==> config.mk <==
export PLATFORM = sky130hd
export DESIGN_NAME = pgwr_seq
export DESIGN_NICKNAME = d
export VERILOG_FILES = /design/src/rtl/pgwr_pkg.sv /design/src/rtl/pgwr_slots.sv /design/src/rtl/pgwr_timer.sv /design/src/rtl/pgwr_fsm.sv /design/src/rtl/pgwr_seq.sv
export SDC_FILE = /design/constraint.sdc
export NUM_CORES = 1
export LEC_CHECK = 0
export ABC_AREA = 1
export BUFFER_PORTS_ARGS = -buffer_cell sky130_fd_sc_hd__buf_2
export CORE_MARGIN = 1.5
export CORE_UTILIZATION = 30
export DETAILED_ROUTE_END_ITERATION = 16
export GPL_TIMING_DRIVEN = 0
export PLACE_DENSITY_LB_ADDON = 0.2
export SETUP_SLACK_MARGIN = 0.5
export SYNTH_ARGS = -nofsm -noshare
export SYNTH_HDL_FRONTEND = slang
export SYNTH_SLANG_ARGS = --single-unit
==> constraint.sdc <==
create_clock -name clk -period 2.1 [get_ports clk]
set_clock_uncertainty 0.05 [all_clocks]
set_input_delay 0.315 -clock clk [delete_from_list [all_inputs] [get_ports clk]]
set_output_delay 0.315 -clock clk [all_outputs]
set_load 0.03 [all_outputs]
==> src/rtl/pgwr_pkg.sv <==
package pgwr_pkg;
    typedef enum logic [1:0] {
        ST_IDLE,
        ST_FILL,
        ST_SCAN,
        ST_SETTLE
    } pgwr_state_e;
endpackage

==> src/rtl/pgwr_slots.sv <==
// Page buffer: one data register and one filled flag per slot.
module pgwr_slots #(
    parameter int DATA_W = 8,
    parameter int SLOTS  = 32,
    localparam int SLOT_W = $clog2(SLOTS)
) (
    input  logic              clk,
    input  logic              rst_n,
    input  logic              wr_en,
    input  logic [SLOT_W-1:0] wr_slot,
    input  logic [DATA_W-1:0] wr_data,
    input  logic              clr,
    input  logic [SLOT_W-1:0] rd_slot,
    output logic [DATA_W-1:0] rd_data,
    output logic              rd_valid
);
    logic [DATA_W-1:0] slot_data [SLOTS];
    logic [SLOTS-1:0]  slot_full;

    for (genvar g = 0; g < SLOTS; g++) begin : g_slot
        logic [DATA_W-1:0] q;
        logic              f;
        logic              hit;

        assign hit = wr_en && (wr_slot == SLOT_W'(g));

        always_ff @(posedge clk or negedge rst_n) begin
            if (!rst_n) begin
                q <= '0;
            end else if (hit) begin
                q <= wr_data;
            end
        end

        always_ff @(posedge clk or negedge rst_n) begin
            if (!rst_n) begin
                f <= 1'b0;
            end else if (clr) begin
                f <= 1'b0;
            end else if (hit) begin
                f <= 1'b1;
            end
        end

        assign slot_data[g] = q;
        assign slot_full[g] = f;
    end

    assign rd_data  = slot_data[rd_slot];
    assign rd_valid = slot_full[rd_slot];
endmodule

==> src/rtl/pgwr_timer.sv <==
// Write-cycle timer: counts busy cycles, flags the end of scan and of cycle.
module pgwr_timer #(
    parameter int WR_CYCLES = 500000,
    parameter int SLOTS     = 32,
    localparam int CNT_W    = $clog2(WR_CYCLES + 1)
) (
    input  logic             clk,
    input  logic             rst_n,
    input  logic             run,
    output logic [CNT_W-1:0] cnt,
    output logic             scan_last,
    output logic             cycle_last
);
    localparam logic [CNT_W-1:0] LAST_CNT = CNT_W'(WR_CYCLES - 1);
    localparam logic [CNT_W-1:0] SCAN_END = CNT_W'(SLOTS - 1);

    assign scan_last  = (cnt == SCAN_END);
    assign cycle_last = (cnt == LAST_CNT);

    always_ff @(posedge clk or negedge rst_n) begin
        if (!rst_n) begin
            cnt <= '0;
        end else if (run && !cycle_last) begin
            cnt <= cnt + 1'b1;
        end else begin
            cnt <= '0;
        end
    end
endmodule

==> src/rtl/pgwr_fsm.sv <==
// Transaction and write-cycle controller.
module pgwr_fsm
    import pgwr_pkg::*;
(
    input  logic        clk,
    input  logic        rst_n,
    input  logic        byte_stb,
    input  logic        stop_wr,
    input  logic        wp,
    input  logic        scan_last,
    input  logic        cycle_last,
    input  logic        slot_valid,
    output pgwr_state_e state,
    output logic        accept,
    output logic        take_page,
    output logic        clr_mask,
    output logic        run,
    output logic        commit_we
);
    pgwr_state_e state_nx;

    always_ff @(posedge clk or negedge rst_n) begin
        if (!rst_n) begin
            state <= ST_IDLE;
        end else begin
            state <= state_nx;
        end
    end

    always_comb begin
        state_nx = state;
        unique case (state)
            ST_IDLE: begin
                if (byte_stb && !stop_wr) state_nx = ST_FILL;
            end
            ST_FILL: begin
                if (stop_wr) state_nx = wp ? ST_IDLE : ST_SCAN;
            end
            ST_SCAN: begin
                if (cycle_last)     state_nx = ST_IDLE;
                else if (scan_last) state_nx = ST_SETTLE;
            end
            ST_SETTLE: begin
                if (cycle_last) state_nx = ST_IDLE;
            end
            default: state_nx = ST_IDLE;
        endcase
    end

    always_comb begin
        accept    = 1'b0;
        take_page = 1'b0;
        clr_mask  = 1'b0;
        run       = 1'b0;
        commit_we = 1'b0;
        unique case (state)
            ST_IDLE: begin
                accept    = byte_stb && !stop_wr;
                take_page = byte_stb && !stop_wr;
            end
            ST_FILL: begin
                accept   = byte_stb && !stop_wr;
                clr_mask = stop_wr && wp;
            end
            ST_SCAN: begin
                run       = 1'b1;
                commit_we = slot_valid;
                clr_mask  = cycle_last;
            end
            ST_SETTLE: begin
                run      = 1'b1;
                clr_mask = cycle_last;
            end
            default: ;
        endcase
    end
endmodule

==> src/rtl/pgwr_seq.sv <==
// Top: page buffer plus timed commit to the memory write port.
module pgwr_seq #(
    parameter int ADDR_W     = 13,
    parameter int DATA_W     = 8,
    parameter int PAGE_BYTES = 32,
    parameter int WR_CYCLES  = 500000
) (
    input  logic              clk,
    input  logic              rst_n,
    input  logic              byte_stb,
    input  logic [ADDR_W-1:0] byte_addr,
    input  logic [DATA_W-1:0] byte_data,
    input  logic              stop_wr,
    input  logic              wp,
    output logic              busy,
    output logic              mem_we,
    output logic [ADDR_W-1:0] mem_addr,
    output logic [DATA_W-1:0] mem_data
);
    import pgwr_pkg::*;

    localparam int SLOT_W = $clog2(PAGE_BYTES);
    localparam int PAGE_W = ADDR_W - SLOT_W;
    localparam int CNT_W  = $clog2(WR_CYCLES + 1);

    pgwr_state_e       state;
    logic              accept, take_page, clr_mask, run, commit_we;
    logic              scan_last, cycle_last, slot_valid;
    logic [CNT_W-1:0]  cnt;
    logic [PAGE_W-1:0] page_q;
    logic [SLOT_W-1:0] scan_slot;

    assign scan_slot = cnt[SLOT_W-1:0];

    always_ff @(posedge clk or negedge rst_n) begin
        if (!rst_n) begin
            page_q <= '0;
        end else if (take_page) begin
            page_q <= byte_addr[ADDR_W-1:SLOT_W];
        end
    end

    pgwr_fsm u_fsm (
        .clk        (clk),
        .rst_n      (rst_n),
        .byte_stb   (byte_stb),
        .stop_wr    (stop_wr),
        .wp         (wp),
        .scan_last  (scan_last),
        .cycle_last (cycle_last),
        .slot_valid (slot_valid),
        .state      (state),
        .accept     (accept),
        .take_page  (take_page),
        .clr_mask   (clr_mask),
        .run        (run),
        .commit_we  (commit_we)
    );

    pgwr_timer #(
        .WR_CYCLES (WR_CYCLES),
        .SLOTS     (PAGE_BYTES)
    ) u_timer (
        .clk        (clk),
        .rst_n      (rst_n),
        .run        (run),
        .cnt        (cnt),
        .scan_last  (scan_last),
        .cycle_last (cycle_last)
    );

    pgwr_slots #(
        .DATA_W (DATA_W),
        .SLOTS  (PAGE_BYTES)
    ) u_slots (
        .clk      (clk),
        .rst_n    (rst_n),
        .wr_en    (accept),
        .wr_slot  (byte_addr[SLOT_W-1:0]),
        .wr_data  (byte_data),
        .clr      (clr_mask),
        .rd_slot  (scan_slot),
        .rd_data  (mem_data),
        .rd_valid (slot_valid)
    );

    assign busy     = run;
    assign mem_we   = commit_we;
    assign mem_addr = {page_q, scan_slot};
endmodule

# Word level (Yosys, flattened, before mapping)
# Cells that the tools add are included.
# word_totals
reg_bits,317
in_bits,26
output_inout_bits,23
word_cells,267
# classes
bitwise_logic,1
reduce_logical,74
n_lt_le_gt_ge,2
n_eq_ne,40
addsub,1
n_mux,82
# ops
op,n
$eq A5 B5 Y1 const B,16
$mux W1,69
$reduce_bool A2 Y1,32
$bmux W8 S5,1
$eq A5 B4 Y1 const B,8
$logic_and A1 B1 Y1,35
$eq A5 B3 Y1 const B,4
$add A19 B1 Y19 const B,1
$eq A19 B19 Y1 const B,1
$eq A19 B5 Y1 const B,1
$mux W19,1
$mux W8,2
$mux W2,6
$eq A5 B2 Y1 const B,2
$pmux W2 S4,1
$ge A6 B6 Y1 const B,1
$lt A5 B6 Y1 const B,1
$not A5 Y6,1
$bmux W1 S5,1
$eq A5 B1 Y1 const B,1
$logic_not A5 Y1,1
$eq A2 B2 Y1 const B,2
$ne A2 B1 Y1 const B,2
$reduce_and A4 Y1,1
other kinds (7),9

# Logic depth before layout (Yosys ltp)
# depth
word_depth,6
ltp_mapped,11
ltp_nobuf,9

# Hierarchy
# A second synthesis with hierarchy kept.
# unflattened
hier_cells,1916
area_unflattened_um2,15094.5
# by_module_without_submodules
mod,seq_area_each_um2,area_each_um2,n_inst,cells_per_inst
pgwr_slots,7206.9,13370.3,1,1679
pgwr_timer,475.5,1194.9,1,169
pgwr_seq,200.2,305.3,1,34
pgwr_fsm,50.0,224.0,1,34

# Worst setup path before layout
# Ideal clock, no wire load.
# synth_timing
path_type,register -> output
from,register u_timer.cnt[0]
to,output mem_we
stages_incl_launch_ff,11
path_buffers,3
path_slack_ps,45
t_required_ps,1735
arrival_time_ps,1690
path_cell_list,dfrtp_1 > buf_2 > inv_2 > buf_4 > buf_4 > nand2_1 > nand2_1 > nand2_1 > nand3_1 > nand3_1 > a21oi_1
# synth_via
elab_chain_len,3
# synth_lines
element,line,rtl
"start, declared",pgwr_timer.sv:10,"output logic [CNT_W-1:0] cnt,"
"start signal, assigned",pgwr_timer.sv:24,cnt <= cnt + 1'b1;
$bmux W1 S5,pgwr_slots.sv:50,assign rd_valid = slot_full[rd_slot];
$mux W1 (implied by the code),pgwr_slots.sv:50,
$mux W1,pgwr_fsm.sv:56,unique case (state)
"end, declared",pgwr_seq.sv:16,"output logic mem_we,"
# No other way between the ends. The select of a mux whose other input is x is not followed.

# Final worst setup path
# layout_timing
from,register u_timer.cnt[0]
to,output mem_data[0]
# layout_via
elab_chain_len,4
# layout_lines
element,line,rtl
$not A5 Y6 (implied by the code),pgwr_slots.sv:49,assign rd_data = slot_data[rd_slot];
$bmux W8 S5,pgwr_slots.sv:49,
$mux W8 (implied by the code) (2 in series),pgwr_slots.sv:49,
"end, declared",pgwr_seq.sv:18,output logic [DATA_W-1:0] mem_data
# No other way between the ends. The select of a mux whose other input is x is not followed.

==> results_dict.tcl <==
set metrics [dict create \
    outcome "finished, violations left" \
    violations "negative setup slack" \
    synth.avg_cell_area_um2 8.20 \
    instances_no_fill 2731 \
    clockBufferDepth 3 \
    cp.arrival_ns 2.37 \
    reg2reg_slack_ns 0.09 \
    grt_pass1_wl_um 86400 \
    critical_path.max_fanout 10 \
    synth_seq_cells 317 \
    cp_slowest_cell "dfrtp_1" \
    placed_cells 2563 \
    slew_headroom 0.273 \
    finalSetupViolations 9 \
    max_slew.worst_pin.slew_ns 1.09 \
    clock_latency_ns 0.55 \
    htree_num_levels 2 \
    max_stage_delay_ns 0.41 \
    synth_nets 1867 \
    synth-warning-count 0 \
    synth_seq_area_share 0.526 \
    layout.nets 2058 \
    ir_worst_vdd_mv 0.442 \
    multi_input_area_um2 7250 \
    period_share 1.30 \
    die_h_um 227 \
    layout_setup_ws_ns -0.639 \
    regToRegStartpoint "u_timer.cnt[1]" \
    p_per_area_nw_per_um2 634 \
    drive_gt1_frac 0.312 \
    crit_path_end_kind "output pin" \
    critPathKind "reg2out" \
    async_flop_share 1.00 \
    power_w 0.0132 \
    avgViaCountPerCell 5.13 \
    die-area_um2 51700 \
    post_drt_wl_per_cell_um 21.6 \
    antenna_cells 0 \
    path_clk_slew_ns 0.06 \
    first_pass_iters 5 \
    die_x_um 227 \
    whs_ns 0.108 \
    grt.total_usage 0.228 \
    area_delta_synth_final_pct 37.5 \
    cts_root_buf "clkbuf_16" \
    worstSetupStartpointType "register" \
    fmax_mhz 365 \
    synth_cell_types 32 \
    core.rowCount 82 \
    syn_inst 1840 \
    initial_core_util 0.303 \
    crit_start "u_timer.cnt[0]" \
    grt_max_degree 120 \
    crit_path_cell_trace "buf_12 > clkinv_8 > buf_12 > buf_8 > nand2_1 > a21oi_4 > nor2_1 > nand2_2 > nand3_1 > nand2_2 > buf_6" \
    max_cap_violations 0 \
    ys.flop_type "dfrtp_1" \
    io_buffers 48 \
    detail_route.iter0.violations 1350 \
    rsz0062_at_grt "yes" \
    wirelength_um 59100 \
    clkSinkCount 317 \
    regArea_um2 7940 \
    cts_tree "yes" \
    vias 14000 \
    gp_congestion 0.929 \
    period_minus_slack_ns 2.74 \
    final_common_cell "nand2_1" \
    fin_util 0.416 \
    hpwl_um 40300 \
    synth_edf_count 0 \
    postRouteAntennaNets 0 \
    slew_violations 0 \
    overflow 0 \
    drc 0 \
    syn_area_um2 15100 \
    antenna_found_initial 0 \
    grt_pass1_vias 13500 \
    cp.required_ns 1.74 \
    io_pins 49 \
    numCtsBuffers 38 \
    final-hold-violation-count 0 \
    core_um2 49900 \
    fill_cells 5005 \
    hold_path_class "in2async" \
    p_leak_nw 9.10 \
    layout_common_cells "nand2_1, dfrtp_1, o21ai_1" \
]
## state kept, by name, summed over array words and instances, names as in the netlist
signal and count:
page_q 8, u_slots.g_slot.q 256, u_timer.cnt 19, u_fsm.state 2, u_slots.g_slot.f 32
## Yosys cell counts (2+ instances only)
master | count | area [um^2]
inv_1 | 89 | 334
dfrtp_1 | 317 | 7930
mux2_2 | 8 | 90.1
inv_2 | 24 | 90.1
o21ai_1 | 160 | 801
o21a_1 | 28 | 210
a21oi_1 | 73 | 365
nor2_1 | 159 | 597
clkbuf_1 | 47 | 176
nand4_1 | 6 | 37.5
inv_4 | 2 | 12.5
nand2_4 | 2 | 22.5
buf_6 | 26 | 293
nor3_1 | 16 | 80.1
nand2_1 | 521 | 1960
nor2_4 | 24 | 270
nand3_1 | 52 | 260
o21ai_0 | 185 | 926
xor2_1 | 10 | 87.6
buf_1 | 2 | 7.51
buf_4 | 14 | 105
buf_2 | 34 | 170
o22ai_1 | 32 | 200
## metal layers
layer  share of wire  wire length (um)  vias to the layer above  global-route usage
met1            0.43             25600                     7034               0.314
met2            0.46             27100                      504               0.359
met5               0                 0                        -                   0
met4           0.039              2300                        0              0.0869
li1                -                 -                     6375                   -
met3           0.069              4080                      103              0.0360
## critical path, delay by kind of cell (launching register included)
family,cells,cell delay [ns]
AO/OA/AOI/OAI,1,0.19
buffers and inverters,5,0.66
flip-flops,1,0.41
AND/OR/NAND/NOR,5,0.54
## report_power, final
part	switching [W]	internal, W
Clock	0.00276	0.00391
Combinational	0.000321	0.0000634
Sequential	0	0.00611
Total	0.00308	0.0101
## what timing repair did
item / CTS / global route
endpoints found under the hold margin: 255 / 0
pin swaps: 48 / 72
setup endpoints to repair: 323 / 331
hold buffers: 9 / 0
cloned: 16 / 8
buffers inserted: 45 / 22
resized for setup: 373 / 284
## kinds of logic after synthesis
kind of cell / count (synthesis) / synth area share
XOR/XNOR: 11 / 0.00638
adder cells (fa/ha/maj): 1 / 0.000829
multiplexers: 8 / 0.00597
AND/OR/NAND/NOR: 785 / 0.216
flip-flops: 317 / 0.526
AO/OA/AOI/OAI: 479 / 0.166
buffers and inverters: 239 / 0.0791
## through the flow
step	setup slack, ns	cell area [um^2]	TNS [ns]
2_1_floorplan	0.340	15200	0
3_3_place_gp	-5.66	16300	-1793.06
3_5_place_dp	-0.842	16400	-7.00
4_1_cts	-0.647	19400	-5.72
5_1_grt	-0.698	20800	-6.23
6_report	-0.639	20800	-5.49
## layout make-up
cell class                 count  share of cell area
sequential                   317               0.382
timing repair inverter         1            0.000422
buffer                       124              0.0648
tap                          672              0.0405
timing repair buffer         150              0.0773
clock buffer                  55              0.0547
inverter                     115              0.0253
clock inverter                13             0.00567
multi-input combinational   1284               0.349
## final timing paths
check	end	depth (start not counted)
setup / recovery	mem_data[0]	11
setup reg to reg	u_slots.g_slot[3].f	9
hold reg to reg	u_slots.g_slot[10].q[3]	2
max in group asynchronous	u_fsm.state[1]	4
hold / removal	u_slots.g_slot[19].q[5]	2
min in group clk	u_slots.g_slot[15].q[3]	3
No activity file was read; power rests on OpenSTA's default activity.
